==> src/rtl/cmd9_pkg.sv <==
package cmd9_pkg;
  typedef enum logic [1:0] {
    ST_IDLE = 2'd0,
    ST_LOW  = 2'd1,
    ST_HIGH = 2'd2
  } ser_phase_e;
endpackage

==> src/rtl/cmd9_framer.sv <==
module cmd9_framer #(
  parameter int BYTE_W    = 8,
  parameter int MAX_BYTES = 2,
  localparam int WORD_W   = BYTE_W + 1,
  localparam int NWORDS   = MAX_BYTES + 1,
  localparam int FRAME_W  = WORD_W * NWORDS,
  localparam int LEN_W    = $clog2(MAX_BYTES + 1),
  localparam int BITS_W   = $clog2(FRAME_W + 1)
) (
  input  logic [BYTE_W-1:0]           addr_i,
  input  logic [BYTE_W*MAX_BYTES-1:0] data_i,
  input  logic [LEN_W-1:0]            len_i,
  output logic [FRAME_W-1:0]          frame_o,
  output logic [BITS_W-1:0]           nbits_o
);
  logic [LEN_W-1:0]  n_eff;
  logic [BYTE_W-1:0] byte_a [MAX_BYTES];

  // lengths above the maximum clamp to the maximum
  assign n_eff   = (len_i > LEN_W'(MAX_BYTES)) ? LEN_W'(MAX_BYTES) : len_i;
  assign nbits_o = BITS_W'(WORD_W) * (BITS_W'(n_eff) + BITS_W'(1));

  // address word: flag 0
  assign frame_o[FRAME_W-1 -: WORD_W] = {1'b0, addr_i};

  for (genvar b = 0; b < MAX_BYTES; b++) begin : g_bytes
    assign byte_a[b] = data_i[b*BYTE_W +: BYTE_W];
  end

  // data word k carries byte (n_eff-1-k): high byte leaves first
  for (genvar k = 0; k < MAX_BYTES; k++) begin : g_words
    logic [WORD_W-1:0] word_k;
    logic [LEN_W-1:0]  sel_k;
    always_comb begin
      word_k = '0;
      sel_k  = n_eff - LEN_W'(k) - LEN_W'(1);
      if (LEN_W'(k) < n_eff) word_k = {1'b1, byte_a[sel_k]};
    end
    assign frame_o[FRAME_W-1-(k+1)*WORD_W -: WORD_W] = word_k;
  end
endmodule

==> src/rtl/cmd9_half_timer.sv <==
module cmd9_half_timer #(
  parameter int HALF_CYCLES = 10000,
  localparam int CNT_W = (HALF_CYCLES > 1) ? $clog2(HALF_CYCLES) : 1
) (
  input  logic clk_i,
  input  logic rst_ni,
  input  logic run_i,
  output logic tick_o
);
  logic [CNT_W-1:0] cnt_q;

  assign tick_o = run_i && (cnt_q == CNT_W'(HALF_CYCLES - 1));

  always_ff @(posedge clk_i or negedge rst_ni) begin
    if (!rst_ni)              cnt_q <= '0;
    else if (!run_i || tick_o) cnt_q <= '0;
    else                      cnt_q <= cnt_q + CNT_W'(1);
  end


  cnt_range_chk: assert property (@(posedge clk_i) disable iff (!rst_ni)
    cnt_q < CNT_W'(HALF_CYCLES));

  cnt_idle_clr_chk: assert property (@(posedge clk_i) disable iff (!rst_ni)
    !run_i |=> cnt_q == '0);
endmodule

==> src/rtl/cmd9_shift_ctrl.sv <==
module cmd9_shift_ctrl
  import cmd9_pkg::*;
#(
  parameter int FRAME_W = 27,
  parameter int BITS_W  = 5
) (
  input  logic               clk_i,
  input  logic               rst_ni,
  input  logic               req_i,
  input  logic [FRAME_W-1:0] frame_i,
  input  logic [BITS_W-1:0]  nbits_i,
  input  logic               tick_i,
  input  logic               sdi_i,
  output logic               busy_o,
  output logic               done_o,
  output logic               err_o,
  output logic               cs_no,
  output logic               sclk_o,
  output logic               sdo_o
);
  ser_phase_e        state_q;
  logic [FRAME_W-1:0] shreg_q;
  logic [BITS_W-1:0]  left_q;

  assign busy_o = (state_q != ST_IDLE);

  always_ff @(posedge clk_i or negedge rst_ni) begin
    if (!rst_ni) begin
      state_q <= ST_IDLE;
      shreg_q <= '0;
      left_q  <= '0;
      cs_no   <= 1'b1;
      sclk_o  <= 1'b1;
      sdo_o   <= 1'b0;
      done_o  <= 1'b0;
      err_o   <= 1'b0;
    end else begin
      done_o <= 1'b0;
      err_o  <= 1'b0;
      unique case (state_q)
        ST_IDLE: if (req_i) begin
          state_q <= ST_LOW;
          cs_no   <= 1'b0;
          sclk_o  <= 1'b0;
          sdo_o   <= frame_i[FRAME_W-1];
          shreg_q <= frame_i << 1;
          left_q  <= nbits_i - BITS_W'(1);
        end
        ST_LOW: if (tick_i) begin
          if (sdi_i != sdo_o) begin
            // loopback mismatch: drop to idle bus at once
            state_q <= ST_IDLE;
            cs_no   <= 1'b1;
            sclk_o  <= 1'b1;
            sdo_o   <= 1'b0;
            done_o  <= 1'b1;
            err_o   <= 1'b1;
          end else begin
            state_q <= ST_HIGH;
            sclk_o  <= 1'b1;
          end
        end
        ST_HIGH: if (tick_i) begin
          if (left_q == '0) begin
            state_q <= ST_IDLE;
            cs_no   <= 1'b1;
            sdo_o   <= 1'b0;
            done_o  <= 1'b1;
          end else begin
            state_q <= ST_LOW;
            sclk_o  <= 1'b0;
            sdo_o   <= shreg_q[FRAME_W-1];
            shreg_q <= shreg_q << 1;
            left_q  <= left_q - BITS_W'(1);
          end
        end
        default: state_q <= ST_IDLE;
      endcase
    end
  end


  idle_bus_chk: assert property (@(posedge clk_i) disable iff (!rst_ni)
    !busy_o |-> (cs_no && sclk_o && !sdo_o));

  sdo_hold_chk: assert property (@(posedge clk_i) disable iff (!rst_ni)
    (!cs_no && sclk_o) |-> $stable(sdo_o));

  cs_end_chk: assert property (@(posedge clk_i) disable iff (!rst_ni)
    $rose(cs_no) |-> done_o);

  err_with_done_chk: assert property (@(posedge clk_i) disable iff (!rst_ni)
    err_o |-> done_o);

  done_pulse_chk: assert property (@(posedge clk_i) disable iff (!rst_ni)
    done_o |=> !done_o);

  accept_chk: assert property (@(posedge clk_i) disable iff (!rst_ni)
    (!busy_o && req_i) |=> (busy_o && !cs_no));
endmodule

==> src/rtl/cmd9_serializer.sv <==
module cmd9_serializer #(
  parameter int HALF_CYCLES = 10000,
  parameter int BYTE_W      = 8,
  parameter int MAX_BYTES   = 2,
  localparam int WORD_W     = BYTE_W + 1,
  localparam int FRAME_W    = WORD_W * (MAX_BYTES + 1),
  localparam int LEN_W      = $clog2(MAX_BYTES + 1),
  localparam int BITS_W     = $clog2(FRAME_W + 1)
) (
  input  logic                        clk_i,
  input  logic                        rst_ni,
  input  logic                        req_i,
  input  logic [LEN_W-1:0]            len_i,
  input  logic [BYTE_W-1:0]           addr_i,
  input  logic [BYTE_W*MAX_BYTES-1:0] data_i,
  output logic                        busy_o,
  output logic                        done_o,
  output logic                        err_o,
  output logic                        ser_cs_no,
  output logic                        ser_clk_o,
  output logic                        ser_do_o,
  input  logic                        ser_di_i
);
  logic [FRAME_W-1:0] frame;
  logic [BITS_W-1:0]  nbits;
  logic               tick;

  cmd9_framer #(.BYTE_W(BYTE_W), .MAX_BYTES(MAX_BYTES)) framer_i (
    .addr_i (addr_i),
    .data_i (data_i),
    .len_i  (len_i),
    .frame_o(frame),
    .nbits_o(nbits)
  );

  cmd9_half_timer #(.HALF_CYCLES(HALF_CYCLES)) timer_i (
    .clk_i (clk_i),
    .rst_ni(rst_ni),
    .run_i (busy_o),
    .tick_o(tick)
  );

  cmd9_shift_ctrl #(.FRAME_W(FRAME_W), .BITS_W(BITS_W)) ctrl_i (
    .clk_i  (clk_i),
    .rst_ni (rst_ni),
    .req_i  (req_i),
    .frame_i(frame),
    .nbits_i(nbits),
    .tick_i (tick),
    .sdi_i  (ser_di_i),
    .busy_o (busy_o),
    .done_o (done_o),
    .err_o  (err_o),
    .cs_no  (ser_cs_no),
    .sclk_o (ser_clk_o),
    .sdo_o  (ser_do_o)
  );
endmodule

==> config.mk <==
export PLATFORM = sky130hd
export DESIGN_NAME = cmd9_serializer
export DESIGN_NICKNAME = d
export VERILOG_FILES = /design/src/rtl/cmd9_pkg.sv /design/src/rtl/cmd9_framer.sv /design/src/rtl/cmd9_half_timer.sv /design/src/rtl/cmd9_shift_ctrl.sv /design/src/rtl/cmd9_serializer.sv
export SDC_FILE = /design/constraint.sdc
export NUM_CORES = 1
export LEC_CHECK = 0
export BUFFER_PORTS_ARGS = -buffer_cell sky130_fd_sc_hd__buf_2
export CORE_MARGIN = 5
export CORE_UTILIZATION = 45
export DETAILED_ROUTE_END_ITERATION = 16
export HOLD_SLACK_MARGIN = 0.06
export PLACE_DENSITY = 0.62
export SYNTH_ARGS = -nofsm -noshare
export SYNTH_HDL_FRONTEND = slang
export SYNTH_SLANG_ARGS = --single-unit
==> constraint.sdc <==
create_clock -name clk_i -period 2.5 [get_ports clk_i]
set_input_delay 0.375 -clock clk_i [delete_from_list [all_inputs] [get_ports clk_i]]
set_output_delay 0.375 -clock clk_i [all_outputs]
set_load 0.02 [all_outputs]
Yosys cells after proc, flatten, opt, wreduce, memory -nomap -nowiden. Cells that the tools add are included.

Add/sub/neg operators: 6. Multipliers: 1. Magnitude comparators: 5. Eq/ne operators: 10. Multiplexer cells: 45. Bitwise gates (word level): 2. Reductions and logical operators: 13.

Operator list (count): two-way mux 27 bit (3); one-hot mux 27 bit (2 select lines) (1); two-way mux 8 bit (6); two-way mux 1 bit (18); two-way mux 9 bit (2); two-way mux 5 bit (3); adder 14 x 1 -> 14 bit, second input constant (1); equality test 14 bit, second input constant (1); two-way mux 14 bit (1); two-way mux 2 bit (5); one-hot mux 5 bit (2 select lines) (1); AND reduction 5 bit (2); subtractor 5 x 1 -> 5 bit, second input constant (2); one-hot mux 1 bit (3 select lines) (3); inequality test 2 bit, second input constant (4); greater-or-equal comparator 3 x 2 -> 1 bit, second input constant (2); inverter 2 -> 3 bit (2); one-hot mux 2 bit (3 select lines) (1); AND reduction 6 bit (1); logical NOT 5 bit (1); multiplier 4 x 5 -> 5 bit, first input constant (1); less-than comparator 1 x 2 -> 1 bit, first input constant (2); inequality test 2 x 1 -> 1 bit, second input constant (2); AND reduction 4 bit (1); 14 further kinds (16).

Register bits after elaboration: 53. Input port bits: 30. Output and inout bits: 6. Word-level logic and storage cells: 91.

Logic depth before layout (Yosys ltp). Gate-level depths: netlist of run 1.

Depth in word-level cells: 11. Depth in mapped cells: 8. Depth with buffers taken out: 6.

By module. From an unflattened synthesis of run 1, not the netlist that was laid out.

Cells, all modules: 300. Area total of the unflattened synthesis: 2962.8 sq um.

By module, submodules not included: cmd9_shift_ctrl (instances 1, cells an instance 193, area an instance 1994.4 sq um, seq. area each 953.4 sq um); cmd9_half_timer (instances 1, cells an instance 70, area an instance 691.9 sq um, seq. area each 350.3 sq um); cmd9_framer (instances 1, cells an instance 37, area an instance 276.5 sq um, seq. area each 0.0 sq um).

Least setup slack after synthesis of run 1. Ideal clock, no wire load.

Path type: register to register. From: register ctrl_i.state_q[0]. To: register ctrl_i.shreg_q[24]. Data arrival time: 1780 ps. Data required time: 2373 ps. Slack: 593 ps. Stages on the path, launching flop included: 9. Buffers on the path: 2. Cells stage by stage: dfrtp_1 inv_1 ha_1 buf_4 nor3b_1 and4_4 o21a_4 buf_6 mux2_1.

Longest elaborated chain between the ends: 4. Elaborated cells between the ends (all ways): 10. Classes of those cells: eq/ne (4); mux (1); reduce/logical (5).

RTL lines: from (decl) (RTL line cmd9_shift_ctrl.sv:21) `ser_phase_e state_q;`; from (signal assigned) (RTL line cmd9_shift_ctrl.sv:29) `state_q <= ST_IDLE;`; from (signal assigned) (RTL line cmd9_shift_ctrl.sv:42) `state_q <= ST_LOW;`; from (signal assigned) (RTL line cmd9_shift_ctrl.sv:52) `state_q <= ST_IDLE;`; nonzero test 2 bit (RTL line cmd9_shift_ctrl.sv:25) `assign busy_o = (state_q != ST_IDLE);`; logical AND 1 bit (RTL line cmd9_half_timer.sv:12) `assign tick_o = run_i && (cnt_q == CNT_W'(HALF_CYCLES - 1));`; inequality test 2 bit (no line); AND reduction 4 bit (no line); to (signal assigned) (RTL line cmd9_shift_ctrl.sv:46) `shreg_q <= frame_i << 1;`; to (signal assigned) (RTL line cmd9_shift_ctrl.sv:73) `shreg_q <= shreg_q << 1;`; to (decl) (RTL line cmd9_shift_ctrl.sv:22) `logic [FRAME_W-1:0] shreg_q;`.

Parallel ways exist; a longest one is shown, timed or not. A chain may end at the register's enable or synchronous reset.

Worst setup path after layout of run 1.
From: register ctrl_i.state_q[0]. To: register ctrl_i.shreg_q[16].

Same word-level chain as after synthesis.

==> impl_metrics.json, run 1 <==
{
  "status": "finished clean",
  "synth_top_area_cell": "dfrtp_1",
  "gr-usage-all-layers_pct": 14.7,
  "hpwl_mm": 3.59,
  "timing.rr.end": "ctrl_i.shreg_q[16]$_DFFE_PN0P_",
  "antenna_found_initial": 0,
  "cpPeakStageDelay_ns": 0.42,
  "cp-endpoint": "ctrl_i.shreg_q[16]$_DFFE_PN0P_",
  "cts_tree": "built",
  "synth_top_family_by_area": "multiplexers",
  "synthMuxAreaShare_pct": 15.8,
  "die-area_mm2": 0.00797,
  "grt_pass1_wl_mm": 9.18,
  "crit_slowest_cell": "o21a_4",
  "cts.clk_slew.worst_paths_ns": 0.09,
  "drc": 0,
  "setup_tns_ns": 0,
  "die_x_um": 89.3,
  "power.density_mw_per_mm2": 442,
  "p_leak_nw": 1.50,
  "gp_congestion": 0.756,
  "worstPathArrival_ns": 2.41,
  "ys.flop_type": "dfrtp_1",
  "die_h_um": 89.3,
  "r2r_start": "ctrl_i.state_q[0]$_DFFE_PN0P_",
  "cts_setup_buffers": 0,
  "path_class": "reg -> reg",
  "grt_max_degree": 53,
  "synthesis.area_mm2": 0.00283,
  "ant_nets": 0,
  "hold_viol": 0,
  "yosys-top-cells-area": "dfrtp_1 (44%), mux2_1 (9.2%), mux2_2 (4.0%), xnor2_1 (3.1%), ha_1 (2.7%)",
  "htree_levels": 2,
  "root_buffer": "clkbuf_8",
  "drt-pass1-iter-count": 4,
  "drtIter0Drc": 87,
  "fin_crit_ns": 2.23,
  "ir_drop_mv": 0.261,
  "synth-xor-area-share_pct": 3.72,
  "yosysUniqueCellTypes": 49,
  "end_kind": "flip-flop",
  "cts_num_sinks": 52,
  "diodes": 0,
  "synth_commonest_cells": "dfrtp_1 (50), mux2_1 (23), nor2_1 (18)",
  "finalClockSkew_ns": 0.00400,
  "netlist_instances": 257,
  "avgSynthCellArea_um2": 11.0,
  "synthAdderAreaFrac_pct": 2.65,
  "post_drt_wl_per_cell_um": 14.6,
  "drv_cap": 0,
  "yosysTopAreaCellShare_pct": 44.2,
  "synth-edff-count": 0,
  "grt_setup_unrepaired": "false",
  "ys_warn_count": 0,
  "core-area_mm2": 0.00603,
  "tightest_slew_ns": 0.646,
  "startpoint": "ctrl_i.state_q[0]$_DFFE_PN0P_",
  "critPathTopFamily": "simple AND/OR/NAND/NOR gates",
  "drive_gt1_share_pct": 24.4,
  "crit_fanout": 28,
  "postCtsHoldBufs": 0,
  "vias": 1967,
  "io_pins": 36,
  "cts_buffers": 5,
  "synth_simple_gate_area_share_pct": 13.3,
  "start_kind": "flip-flop",
  "post-synth-top-count-cell": "dfrtp_1",
  "setup_viol": 0,
  "initial_core_util_pct": 46.9,
  "path_buf_inv": 1,
  "ys_seq_area_share_pct": 46.1,
  "synth_compound_area_share_pct": 12.4,
  "n_fill_cell": 562,
  "r2r_setup_slack_ns": 0.27,
  "worst-path-stages": 6,
  "grt_pass1_vias": 1932,
  "async_reset_ff_share_pct": 100,
  "fin_nets": 327,
  "worstPathRequired_ns": 2.69,
  "path_cells": "inv_1, ha_1, nor3b_1, and4_4, o21a_4, mux2_1",
  "drt-total-wl_mm": 5.36,
  "ctsResizeCount": 0,
  "synth_fp_nets": 293,
  "num_rows": 28,
  "layout-area-overhead-vs-synth_pct": 10.3,
  "fin_area_mm2": 0.00312,
  "grt_overflow": 0,
  "post-route-period-util_pct": 89.1,
  "clockBufferDepth": 2,
  "max_freq_mhz": 449,
  "placement.io_buffers": 35,
  "ys_ff_latch": 52,
  "placed_cell_area_mm2": 0.00304,
  "hold_class": "in -> async",
  "viasPerCell": 5.37,
  "slew_headroom_pct": 56.7,
  "worstRegToRegCells": 6,
  "slew_violations": 0,
  "clk_latency_ns": 0.30,
  "whs_ns": 0.171
}
[layer usage]
metal	wire length, um	part of all wire (%)	global-route usage [%]	vias to the layer above
li1	-	-	-	977
met1	2640	49	20.4	959
met2	2420	45	22.9	26
met3	233	4.3	3.69	5
met4	65	1.2	4.47	0
met5	0	0	0	-
[flip-flops by register name, summed over array words and instances (netlist names)]
signal,count
ctrl_i.done_o,1
timer_i.cnt_q,14
ctrl_i.state_q,2
ctrl_i.shreg_q,26
ctrl_i.err_o,1
ctrl_i.sclk_o,1
ctrl_i.sdo_o,1
ctrl_i.left_q,5
ctrl_i.cs_no,1
[layout make-up]
cell class | count | area (um2) | area share, %
Timing Repair Buffer | 42 | 228 | 7.30
Clock buffer | 6 | 72.6 | 2.33
Sequential cell | 52 | 1300 | 41.8
Inverter | 16 | 60.1 | 1.92
Multi-Input combinational cell | 174 | 1360 | 43.5
Tap cell | 75 | 93.8 | 3.01
Clock inverter | 1 | 5.00 | 0.160
[placed cells by master (no fill, tap or decap), types with 7 or more instances in the layout]
| master | Yosys | final |
|---|---|---|
| buf_2 | 2 | 35 |
| mux2_1 | 23 | 23 |
| dfrtp_1 | 50 | 50 |
| a22oi_1 | 7 | 7 |
| mux2_2 | 10 | 10 |
| a22o_1 | 8 | 8 |
| inv_1 | 16 | 16 |
| buf_4 | 1 | 7 |
| a21oi_1 | 11 | 11 |
| nor2_1 | 18 | 18 |
| nand2_1 | 13 | 13 |
| o21ai_0 | 10 | 10 |
| xnor2_1 | 10 | 10 |
[logic make-up after synthesis]
| logic type | after synthesis |
|---|---|
| adders and majority gates | 6 |
| DFF | 52 |
| AOI/OAI and AO/OA | 51 |
| muxes | 40 |
| xor gates and xnor gates | 12 |
| buffers and inverters | 31 |
| and+or+nand+nor | 65 |
[power by group]
part | switching, mW | internal (mW)
clock | 0.265 | 0.191
combinational | 0.0440 | 0.0393
sequential | 0 | 0.840
total | 0.309 | 1.07
[metrics by stage]
step	total power [mW]	setup slack (ns)	util, %	instances
after CTS	1.41	0.250	51.8	366
after global placement	0.943	0.318	50.5	359
after global routing	1.45	0.0715	51.8	366
after floorplan	0.891	0.593	-	257
final	1.38	0.272	51.8	366
after detailed placement	0.943	0.272	50.5	359
[how the worst min path moves through the flow]
stage	slack, ns	to	depth (start not counted)	start
after floorplan	0.08	ctrl_i.done_o$_DFF_PN0_	0	rst_ni
after global placement	0.46	ctrl_i.shreg_q[23]$_DFFE_PN0P_	1	ctrl_i.shreg_q[23]$_DFFE_PN0P_
after CTS	0.20	ctrl_i.err_o$_DFF_PN0_	2	rst_ni
after detailed placement	0.47	ctrl_i.shreg_q[19]$_DFFE_PN0P_	1	ctrl_i.shreg_q[19]$_DFFE_PN0P_
final	0.17	ctrl_i.err_o$_DFF_PN0_	2	rst_ni
after global routing	0.23	timer_i.cnt_q[6]$_DFF_PN0_	2	rst_ni
Note: power is estimated with default switching activity, not from simulation.
==> inputs of run 2 (changes only) <==
Settings changed: REMOVE_ABC_BUFFERS set to 1.
==> run 2 against run 1 <==
  * Clock skew up 0.0023 ns
  * Largest cell class unchanged
  * Sequential share of layout area down 0.71 points
  * Power up 13%
==> impl_metrics.json, run 2 (synthesis results as in run 1) <==
{
  "antenna_found_initial": 0,
  "ctsResizeCount": 0,
  "largestRegisters": "ctrl_i.shreg_q (26), timer_i.cnt_q (14), ctrl_i.left_q (5)",
  "fin_crit_ns": 2.27,
  "switching_share_pct": 20.8,
  "ant_nets": 0,
  "grt_setup_unrepaired": "false",
  "gr-usage-all-layers_pct": 14.9,
  "layout_commonest_cell": "dfrtp_1",
  "root_buffer": "clkbuf_8",
  "grt_overflow": 0,
  "die_x_um": 89.3,
  "hold_viol": 0,
  "gp_congestion": 0.770,
  "viasPerCell": 5.43,
  "grt_pass1_wl_mm": 9.33,
  "drive_gt1_share_pct": 24.7,
  "crit_fanout": 28,
  "die-area_mm2": 0.00797,
  "layout-area-overhead-vs-synth_pct": 12.2,
  "power.density_mw_per_mm2": 491,
  "end_kind": "flip-flop",
  "drc": 0,
  "cts.clk_slew.worst_paths_ns": 0.10,
  "tightest_slew_ns": 0.691,
  "vias": 1988,
  "fin_area_mm2": 0.00317,
  "htree_levels": 2,
  "largest_reg_flops": 26,
  "num_rows": 28,
  "cts_num_sinks": 52,
  "drt-pass1-iter-count": 4,
  "cts_buffers": 5,
  "layout_common_cells": "dfrtp_1 (50), buf_2 (35), mux2_1 (23)",
  "grt_max_degree": 31,
  "status": "finished clean",
  "clk_latency_ns": 0.30,
  "slew_violations": 0,
  "postCtsHoldBufs": 0,
  "setup_viol": 0,
  "core-area_mm2": 0.00603,
  "drv_cap": 0,
  "diodes": 0,
  "cts_setup_buffers": 0,
  "power_frac_seq_pct": 54.0,
  "largest-register": "ctrl_i.shreg_q",
  "cts_tree": "built",
  "p_int_mw": 1.23,
  "die_h_um": 89.3,
  "startpoint": "ctrl_i.state_q[0]$_DFFE_PN0P_",
  "power_frac_comb_pct": 5.5,
  "p_total_mw": 1.56,
  "finalClockSkew_ns": 0.00633,
  "hold_class": "in -> async",
  "max_freq_mhz": 441,
  "placed_cell_area_mm2": 0.00305,
  "clockBufferDepth": 2,
  "setup_tns_ns": 0,
  "post-route-period-util_pct": 90.8,
  "placement.io_buffers": 35,
  "initial_core_util_pct": 46.9,
  "worstPathArrival_ns": 2.46,
  "clkPwrFrac_pct": 40.5,
  "fin_util_pct": 52.7,
  "drtIter0Drc": 61,
  "grt_pass1_vias": 1976,
  "r2r_start": "ctrl_i.state_q[0]$_DFFE_PN0P_",
  "p_switching_mw": 0.323,
  "start_kind": "flip-flop",
  "post_drt_wl_per_cell_um": 15.1,
  "hpwl_mm": 3.92,
  "ir_drop_mv": 0.289,
  "p_leak_nw": 1.52,
  "slew_headroom_pct": 53.8,
  "io_pins": 36,
  "path_class": "reg -> reg",
  "worstPathRequired_ns": 2.69,
  "drt-total-wl_mm": 5.52,
  "fin_nets": 326,
  "whs_ns": 0.0513
}
## run 2: per-stage QoR
step / instances / worst slack, ns
after floorplan: 242 / -0.201
after global placement: 358 / 0.316
after detailed placement: 358 / 0.232
after CTS: 366 / 0.205
after global routing: 366 / 0.0779
final: 366 / 0.231
## run 2: final timing paths
check / endpoint / slack [ns] / cells after the start
max in group asynchronous: ctrl_i.shreg_q[5]$_DFFE_PN0P_ / 1.89 / 2
hold reg to reg: ctrl_i.shreg_q[20]$_DFFE_PN0P_ / 0.49 / 1
min in group clk_i: ctrl_i.shreg_q[1]$_DFFE_PN0P_ / 0.32 / 3
hold / removal: timer_i.cnt_q[7]$_DFF_PN0_ / 0.05 / 1
setup / recovery: ctrl_i.shreg_q[24]$_DFFE_PN0P_ / 0.23 / 6
setup reg to reg: ctrl_i.shreg_q[24]$_DFFE_PN0P_ / 0.23 / 6
## run 2: critical path, stage by stage, from the launching register on
cell and delay [ns]:
dfrtp_1 0.39, inv_1 0.08, ha_1 0.30, nor3b_1 0.23
and4_4 0.35, o21a_4 0.43, mux2_1 0.37
## run 2: power groups by stage
| stage | sequential [mW] | clock [mW] | combinational, mW |
|---|---|---|---|
| 3_5_place_dp | 0.857 | 0 | 0.0885 |
| 4_1_cts | 0.841 | 0.654 | 0.0888 |
| 3_3_place_gp | 0.857 | 0 | 0.0884 |
| 6_report | 0.840 | 0.631 | 0.0861 |
| 5_1_grt | 0.841 | 0.684 | 0.0982 |
| 2_1_floorplan | 0.857 | 0 | 0.0313 |
## run 2: layout make-up
class | count | area (um2)
well taps | 75 | 93.8
repair buffers | 41 | 233
clock buffers | 7 | 96.3
clock inverters | 1 | 30.0
multi-input cells | 174 | 1360
flip-flops and latches | 52 | 1300
inverters | 16 | 60.1
fillers | 562 | 2850
## run 2: per-layer routing
metal	up-vias	global-route usage, %	wire (um)
met5	-	0	0
met4	0	4.19	52
met3	7	3.23	216
met2	34	23.0	2600
met1	968	21.2	2650
li1	979	-	-
